==> config.mk <==
export PLATFORM = sky130hd
export DESIGN_NAME = rdtrig_bank
export DESIGN_NICKNAME = d
export VERILOG_FILES = /design/src/rtl/rdtrig_bank_pkg.sv /design/src/rtl/rdtrig_bank_map.sv /design/src/rtl/rdtrig_bank_ctl.sv /design/src/rtl/rdtrig_bank_dp.sv /design/src/rtl/rdtrig_bank.sv
export SDC_FILE = /design/constraint.sdc
export NUM_CORES = 1
export LEC_CHECK = 0
export ABC_AREA = 1
export BUFFER_PORTS_ARGS = -buffer_cell sky130_fd_sc_hd__buf_2
export CORE_ASPECT_RATIO = 1.5
export CORE_MARGIN = 1
export CORE_UTILIZATION = 47
export DETAILED_ROUTE_END_ITERATION = 10
export PLACE_DENSITY = 0.86
export SLEW_MARGIN = 20
export SYNTH_ARGS = -nofsm -noshare
export SYNTH_HDL_FRONTEND = slang
export SYNTH_SLANG_ARGS = --single-unit
==> constraint.sdc <==
create_clock -name clk -period 1.5 [get_ports clk]
set_clock_uncertainty 0.2 [all_clocks]
set_input_delay 0.225 -clock clk [delete_from_list [all_inputs] [get_ports clk]]
set_output_delay 0.225 -clock clk [all_outputs]
set_load 0.01 [all_outputs]
==> src/rtl/rdtrig_bank_pkg.sv <==
package rdtrig_bank_pkg;

  // Source code placed in the top two bits of the unified memory address.
  typedef enum logic [1:0] {
    SRC_BANK1 = 2'b00,
    SRC_BANK2 = 2'b01,
    SRC_BANK3 = 2'b10,
    SRC_ROM   = 2'b11
  } srcSel_t;

  // Per-cycle strobes from the control to the datapath.
  typedef struct packed {
    logic winHit;     // cycle lies in the cartridge window
    logic latchLoad;  // capture low address byte
    logic cfgLoad;    // load control register from latch
    logic commit;     // fifth counted cycle, inside the window
  } ctrlStrobe_t;

  // Control register field positions.
  localparam int CFG_W        = 8;
  localparam int CFG_PWR_BIT  = 0;
  localparam int CFG_WE_BIT   = 1;
  localparam int CFG_MODE_LSB = 2;
  localparam int CFG_MODE_W   = 3;
  localparam int CFG_DLY_LSB  = 5;
  localparam int CFG_DLY_W    = 3;

endpackage

==> src/rtl/rdtrig_bank_map.sv <==
module rdtrig_bank_map
  import rdtrig_bank_pkg::*;
(
  input  logic [CFG_MODE_W-1:0] mode,
  output srcSel_t               lowSrc,
  output srcSel_t               highSrc
);

  always_comb begin
    unique case (mode)
      3'd0:    begin lowSrc = SRC_BANK3; highSrc = SRC_ROM;   end
      3'd1:    begin lowSrc = SRC_BANK1; highSrc = SRC_ROM;   end
      3'd2:    begin lowSrc = SRC_BANK3; highSrc = SRC_BANK1; end
      3'd3:    begin lowSrc = SRC_BANK1; highSrc = SRC_BANK3; end
      3'd4:    begin lowSrc = SRC_BANK3; highSrc = SRC_ROM;   end
      3'd5:    begin lowSrc = SRC_BANK2; highSrc = SRC_ROM;   end
      3'd6:    begin lowSrc = SRC_BANK3; highSrc = SRC_BANK2; end
      default: begin lowSrc = SRC_BANK2; highSrc = SRC_BANK3; end
    endcase
  end

endmodule

==> src/rtl/rdtrig_bank_ctl.sv <==
module rdtrig_bank_ctl
  import rdtrig_bank_pkg::*;
#(
  parameter int              WIN_BIT    = 12,
  parameter int              PAGE_LSB   = 8,
  parameter int              COMMIT_GAP = 5,
  parameter logic [WIN_BIT-1:0] CFG_OFS = 12'hFF8
) (
  input  logic             clk,
  input  logic             rstN,
  input  logic [WIN_BIT:0] busAddr,
  input  logic             busValid,
  output ctrlStrobe_t      strb
);

  localparam int CNT_W = $clog2(COMMIT_GAP + 1);

  logic             inWin;
  logic             isLatch;
  logic             isCfg;
  logic             atGap;
  logic             pending;
  logic [CNT_W-1:0] cnt;

  assign inWin   = busValid && busAddr[WIN_BIT];
  assign isLatch = inWin && (busAddr[WIN_BIT-1:PAGE_LSB] == '0);
  assign isCfg   = inWin && (busAddr[WIN_BIT-1:0] == CFG_OFS);
  assign atGap   = busValid && pending && (cnt == CNT_W'(COMMIT_GAP));

  always_comb begin
    strb           = '0;
    strb.winHit    = inWin;
    strb.latchLoad = isLatch;
    strb.cfgLoad   = isCfg;
    strb.commit    = atGap && inWin && !isLatch && !isCfg;
  end

  // cnt holds the index of the current cycle counted from the capture.
  always_ff @(posedge clk or negedge rstN) begin
    if (!rstN) begin
      pending <= 1'b0;
      cnt     <= '0;
    end else if (isLatch) begin
      pending <= 1'b1;
      cnt     <= CNT_W'(1);
    end else if (isCfg) begin
      pending <= 1'b0;
    end else if (busValid && pending) begin
      if (atGap) pending <= 1'b0;
      else       cnt     <= cnt + 1'b1;
    end
  end

endmodule

==> src/rtl/rdtrig_bank_dp.sv <==
module rdtrig_bank_dp
  import rdtrig_bank_pkg::*;
#(
  parameter int OFS_W  = 12,
  parameter int DATA_W = 8
) (
  input  logic                 clk,
  input  logic                 rstN,
  input  logic [OFS_W-1:0]     busOfs,
  input  ctrlStrobe_t          strb,
  output logic [OFS_W:0]       memAddr,
  output logic                 ramSel,
  output logic                 romSel,
  output logic                 ramWe,
  output logic [DATA_W-1:0]    wrData,
  output logic [CFG_DLY_W-1:0] wrDelay,
  output logic                 romPwrDown
);

  localparam int HALF_W = OFS_W - 1;

  logic [DATA_W-1:0] latchQ;
  logic [CFG_W-1:0]  cfgQ;
  srcSel_t           lowSrc;
  srcSel_t           highSrc;
  srcSel_t           curSrc;
  logic              isRam;

  always_ff @(posedge clk or negedge rstN) begin
    if (!rstN)               latchQ <= '0;
    else if (strb.latchLoad) latchQ <= busOfs[DATA_W-1:0];
  end

  always_ff @(posedge clk or negedge rstN) begin
    if (!rstN)             cfgQ <= '0;
    else if (strb.cfgLoad) cfgQ <= latchQ;
  end

  rdtrig_bank_map u_map (
    .mode    (cfgQ[CFG_MODE_LSB +: CFG_MODE_W]),
    .lowSrc  (lowSrc),
    .highSrc (highSrc)
  );

  assign curSrc     = busOfs[HALF_W] ? highSrc : lowSrc;
  assign isRam      = (curSrc != SRC_ROM);
  assign memAddr    = {curSrc, busOfs[HALF_W-1:0]};
  assign ramSel     = strb.winHit && isRam;
  assign romSel     = strb.winHit && !isRam && !cfgQ[CFG_PWR_BIT];
  assign ramWe      = strb.commit && cfgQ[CFG_WE_BIT] && isRam;
  assign wrData     = latchQ;
  assign wrDelay    = cfgQ[CFG_DLY_LSB +: CFG_DLY_W];
  assign romPwrDown = cfgQ[CFG_PWR_BIT];

endmodule

==> src/rtl/rdtrig_bank.sv <==
module rdtrig_bank
  import rdtrig_bank_pkg::*;
#(
  parameter int ADDR_W     = 16,
  parameter int WIN_BIT    = 12,
  parameter int DATA_W     = 8,
  parameter int COMMIT_GAP = 5
) (
  input  logic                 clk,
  input  logic                 rstN,
  input  logic [ADDR_W-1:0]    busAddr,
  input  logic                 busValid,
  output logic [WIN_BIT:0]     memAddr,
  output logic                 ramSel,
  output logic                 romSel,
  output logic                 ramWe,
  output logic [DATA_W-1:0]    wrData,
  output logic [CFG_DLY_W-1:0] wrDelay,
  output logic                 romPwrDown
);

  ctrlStrobe_t strb;
  logic        unusedHiBits;

  // Bits above the window bit only create mirrors.
  assign unusedHiBits = ^busAddr[ADDR_W-1:WIN_BIT+1];

  rdtrig_bank_ctl #(
    .WIN_BIT    (WIN_BIT),
    .COMMIT_GAP (COMMIT_GAP)
  ) u_ctl (
    .clk      (clk),
    .rstN     (rstN),
    .busAddr  (busAddr[WIN_BIT:0]),
    .busValid (busValid),
    .strb     (strb)
  );

  rdtrig_bank_dp #(
    .OFS_W  (WIN_BIT),
    .DATA_W (DATA_W)
  ) u_dp (
    .clk        (clk),
    .rstN       (rstN),
    .busOfs     (busAddr[WIN_BIT-1:0]),
    .strb       (strb),
    .memAddr    (memAddr),
    .ramSel     (ramSel),
    .romSel     (romSel),
    .ramWe      (ramWe),
    .wrData     (wrData),
    .wrDelay    (wrDelay),
    .romPwrDown (romPwrDown)
  );

endmodule

Yosys cells after proc, flatten, opt, wreduce, memory -nomap -nowiden
Index checks and enable logic that the tools add are counted.

Reductions and logical operators: 27. Multipliers: 0. Mux-type cells: 11. Add/subtract/negate cells: 1. Equal/unequal tests: 11. Div/mod/pow operators: 0. Magnitude comparators: 0. Shift-type cells: 0. Bitwise gates (word level): 0.

Operators with widths (number): 1-bit logical AND (13); 12-bit equality test, second input constant (1); 3-bit equality test, second input constant (4); 3-bit 2-to-1 mux (4); 4-bit OR reduction (2); 3-bit by 2-bit equality test with 1-bit output, second input constant (2); 2-bit case mux with 3 select lines (1); 3-bit nonzero test (2); 1-bit zero test (4); 4-bit zero test (1); 1-bit 2-to-1 mux (4); 2-bit by 1-bit inequality test with 1-bit output, second input constant (2); 2-bit case mux with 2 select lines (1); 3-bit by 1-bit adder with 3-bit output, second input constant (1); 3-bit by 1-bit equality test with 1-bit output, second input constant (1); 3-bit zero test (1); 3-bit AND reduction (1); 2-bit 2-to-1 mux (1); 2-bit inequality test, second input constant (1); 2-bit AND reduction (1); 2-bit nonzero test (1); 2-bit OR reduction (1).

Input port bits: 19. Flip-flop bits (word level): 20. Logic and storage cells: 54. Memories: 0. Output and inout bits: 28. Bits in read-only memories: 0. RAM bits: 0. Bits in latches: 0.

Logic depth before layout (Yosys ltp)
Depth after elaboration: 8. Gate-level depth with buffers: 8. Depth with buffers taken out: 8.

Cells and area by module
A second synthesis with hierarchy kept.

Cells, all modules: 154. Area total of the unflattened synthesis: 1224.9 sq um.

Modules (own cells, without submodules): rdtrig_bank_dp (times used 1, cells each 88, area an instance 782.0 sq um, seq. area each 400.4 sq um); rdtrig_bank_ctl (times used 1, cells each 60, area an instance 415.4 sq um, seq. area each 100.1 sq um); rdtrig_bank_map (times used 1, cells each 6, area an instance 27.5 sq um, seq. area each 0.0 sq um).

Least setup slack after synthesis
No wires, ideal clock.

Path kind: flip-flop to output port. Start point: register u_dp.cfgQ[2]. End point: output memAddr[11]. Required time: 1.075 ns. Path buffers: 0. Path slack: 0.078 ns. Arrival: 0.997 ns. Cell stages (with the launch flop): 4. Cell sequence: dfrtp_1 > o21ai_0 > o21ai_0 > o21ai_0.

Word-level cells in the longest chain between the ends: 4. Elaborated cells between the ends (all ways): 13. Classes of those cells: eq/ne: 6; mux: 3; reduce/logical: 4.

Ends and longest elaborated chain: start, declared (RTL line rdtrig_bank_dp.sv:23) `logic [CFG_W-1:0] cfgQ;`; start signal, assigned (RTL line rdtrig_bank_dp.sv:36) `else if (strb.cfgLoad) cfgQ <= latchQ;`; 3-bit equality test (tied with other cells) (RTL line rdtrig_bank_map.sv:10) `unique case (mode)`; 4-bit OR reduction (no source line) or 2-bit OR reduction (tied branches); 2-bit case mux with 3 select lines or 2-bit case mux with 2 select lines (tied branches) (RTL line rdtrig_bank_map.sv:10); 2-bit 2-to-1 mux (*) (RTL line rdtrig_bank_dp.sv:45) `assign curSrc = busOfs[HALF_W] ? highSrc : lowSrc;`; end, declared (RTL line rdtrig_bank.sv:13) `output logic [WIN_BIT:0] memAddr,`.

Mark *: on every way between the ends. The rest lies on a longest branch, timed or not.

Worst setup path after layout
Start point: register u_ctl.cnt[1]. End point: output ramWe.

Word-level cells in the longest chain between the ends: 7.

Ends and longest elaborated chain: start, declared (RTL line rdtrig_bank_ctl.sv:23) `logic [CNT_W-1:0] cnt;`; start signal, assigned (RTL line rdtrig_bank_ctl.sv:50) `else cnt <= cnt + 1'b1;`; 3-bit equality test (RTL line rdtrig_bank_ctl.sv:28) `assign atGap = busValid && pending && (cnt == CNT_W'(COMMIT_GAP));`; 1-bit logical AND (RTL line rdtrig_bank_ctl.sv:28); 1-bit logical AND (3 in a row) (RTL line rdtrig_bank_ctl.sv:35) `strb.commit = atGap && inWin && !isLatch && !isCfg;`; 1-bit logical AND (2 in a row) (RTL line rdtrig_bank_dp.sv:50) `assign ramWe = strb.commit && cfgQ[CFG_WE_BIT] && isRam;`; end, declared (RTL line rdtrig_bank.sv:16) `output logic ramWe,`.

No other way between the ends.

==> results.toml <==
[outcome]
status = "finished with violations"
violations = "setup timing"

[cells_and_area]
final_cell_count_no_fill = 203
final_cell_area_um2 = 1460
nNetsFinal = 202
drive_above_1_share_pct = 46.7
nFillCells = 176
syn_to_final_growth_pct = 30.6
diodes = 0

[place]
dp_hpwl_mm = 1.76
gp_congestion = 0.797
pre_cts_slack_ps = -23.8
dp.cells = 190
io_buffers = 43
placed_area_um2 = 1290

[floorplan]
die_w_um = 41.9
rows = 21
boundaryPins = 47
dieArea_um2 = 2590
start_util_pct = 50.1
fp.dieH_um = 61.8
core_um2 = 2230

[timing]
finalHoldViolCount = 0
period_share_pct = 124
rsz0062_at_grt = "yes"
tightest_slew_ps = 456
slew_headroom_pct = 69.6
setup_slack_ps = -358
finalCriticalPeriod_ps = 1860
tns_ps = -760
setup_viol = 4
fmax_ghz = 0.538
drv_slew = 0

[routing]
drt_wl_total_mm = 2.56
viasPerCell = 5.04
drc = 0
drt_iter0_markers = 29
first_pass_iters = 4
ant_nets = 0
dr_total_vias = 1024
wl_per_cell_um = 12.6

[synth]
synthCells = 133
synth_top_cell_by_area = "dfrtp_1"
synth_seq_cells = 20
yosysMostFrequentCell = "nand2_1"
synth.area.mux_share_pct = 0
synth_edf_count = 0
synth_top_area_share_pct = 44.7
synthAdderAreaFrac_pct = 2.23
synth-simple-area-share_pct = 21.8
synth_area_leaders = "dfrtp_1 (45%), nand2_1 (10%), buf_4 (9.4%)"
synthXorXnorAreaFrac_pct = 0.782
synth_nets = 154
synth_compound_area_share_pct = 11.6
netlist_area_um2 = 1120
synth_top_family_by_area = "simple AND/OR/NAND/NOR gates"
ys_async_sr_fraction_pct = 100
yosys-top-cells-count = "nand2_1 (31), dfrtp_1 (20), inv_1 (18)"
yosysSeqAreaShare_pct = 44.7
avgSynthCellArea_um2 = 8.42
synth_cell_type_count = 20
yosys_warnings = 0
ys.flop_type = "dfrtp_1"

[critical_path]
endpoint_kind = "output pin"
timing.rr.start = "u_ctl.cnt[0]"
worst_ep_required_time_ps = 1070
worstSetupStartpoint = "u_ctl.cnt[1]"
crit_path_start_kind = "register"
crit_arrival_ps = 1430
path_class = "register to output pin"
cp_max_fo = 2

[grt]
grt_use_met2_pct = 34.2
grt_pass1_vias = 848
antenna_found_initial = 0
busiest_layer = "met2"
grt_use_met3_pct = 1.73
grt_max_degree = 21
grt-ovfl-total = 0
grt_pass1_wl_mm = 3.65
gr-usage-met1_pct = 21.7
grt_usage_pct = 18.6

[cts]
clk-insertion-delay-late_ps = 300
path_clk_slew_ps = 110
clock_sinks = 20
cts_tree = "done"
cts_htree_levels = 1
clock_tree.root_cell = "clkbuf_4"
numCtsBuffers = 3
cts_max_path_buffers = 2

[pwr]
vdd_ir_drop_max_v = 0.000865
power_density_nw_per_um2 = 1050
p_leak_nw = 0.817

[run]
drv_cap = 0

[min_path]
hp-start = "busAddr[1]"
worstHoldPathType = "input pin to register"
-- critical path, stage by stage (launching register included) --
cell and delay (ps):
dfrtp_1 400, inv_1 60, ha_1 130, nand2_1 80, nor2_2 130, nand3_1 90, nor2_1 110, buf_2 140
-- final cells by class --
type / count / area (um2) / area share, %
Sequential cell: 20 / 500 / 34.2
Multi-Input combinational cell: 77 / 454 / 31.1
Timing Repair Buffer: 61 / 375 / 25.7
Inverter: 18 / 67.6 / 4.62
Clock buffer: 4 / 36.3 / 2.48
Tap cell: 23 / 28.8 / 1.97
-- cells in the final DEF, fill, tap and decap left out --
master and instances:
a21oi_1 5, a21oi_2 1, buf_2 42, buf_4 11, buf_6 2, clkbuf_4 3
clkbuf_8 1, dfrtp_1 20, dlygate4sd3_1 6, ha_1 1, ha_4 1, inv_1 16
inv_2 2, nand2_1 29, nand2_2 3, nand2_4 1, nand3_1 1, nand3_2 2
nand3b_2 1, nand4_1 3, nand4_2 1, nor2_1 10, nor2_2 2, nor3_2 1
o21ai_0 3, o21ai_1 1, o21ai_2 10, xor2_1 1
-- metrics by stage --
stage	util [%]	power (mW)	hold slack, ps
floorplan	-	0.980	-271
global placement	57.6	1.12	-14.4
detailed placement	57.6	1.16	2.02
CTS	62.5	1.48	2.48
global route	65.5	1.66	8.93
finish	65.5	1.53	16.2
-- power by group --
| group | internal [mW] | total, mW | switching [mW] |
|---|---|---|---|
| Combinational | 0.239 | 0.534 | 0.295 |
| Clock | 0.148 | 0.311 | 0.162 |
| Sequential | 0.628 | 0.690 | 0.0620 |
| Total | 1.02 | 1.53 | 0.520 |
-- final timing paths --
kind / end / slack, ps / cells after the start
max: ramWe / -360 / 7
min: u_dp.wrData[1] / 20 / 3
max reg2reg: u_ctl.cnt[2] / 20 / 8
min reg2reg: u_dp.cfgQ[5] / 300 / 2
max in group asynchronous: u_dp.wrData[2] / 590 / 2
min in group asynchronous: u_dp.cfgQ[6] / 190 / 2
-- layer usage --
| layer | share of wire [%] | wire (um) |
|---|---|---|
| met5 | 0 | 0 |
| met4 | 1.6 | 40 |
| met3 | 4.3 | 109 |
| met2 | 57 | 1450 |
| met1 | 38 | 961 |
-- sequential cells by signal, summed over array words and instances (netlist names) --
register       cells
u_dp.cfgQ          8
u_dp.wrData        8
u_ctl.cnt          3
u_ctl.pending      1
-- cells by family after synthesis --
family | Yosys count
buffers and inverters | 36
flip-flops | 20
AO/OA/AOI/OAI | 20
XOR/XNOR | 1
adder cells (fa/ha/maj) | 2
AND/OR/NAND/NOR | 54
-- repair_timing --
action	CTS	global route
endpoints found under the hold margin	24	1
resized for setup	8	10
endpoints found under the setup margin	8	8
pin swaps	1	5
buffers inserted	1	2
hold buffers	5	1
Power figures use the tool's default switching activity.
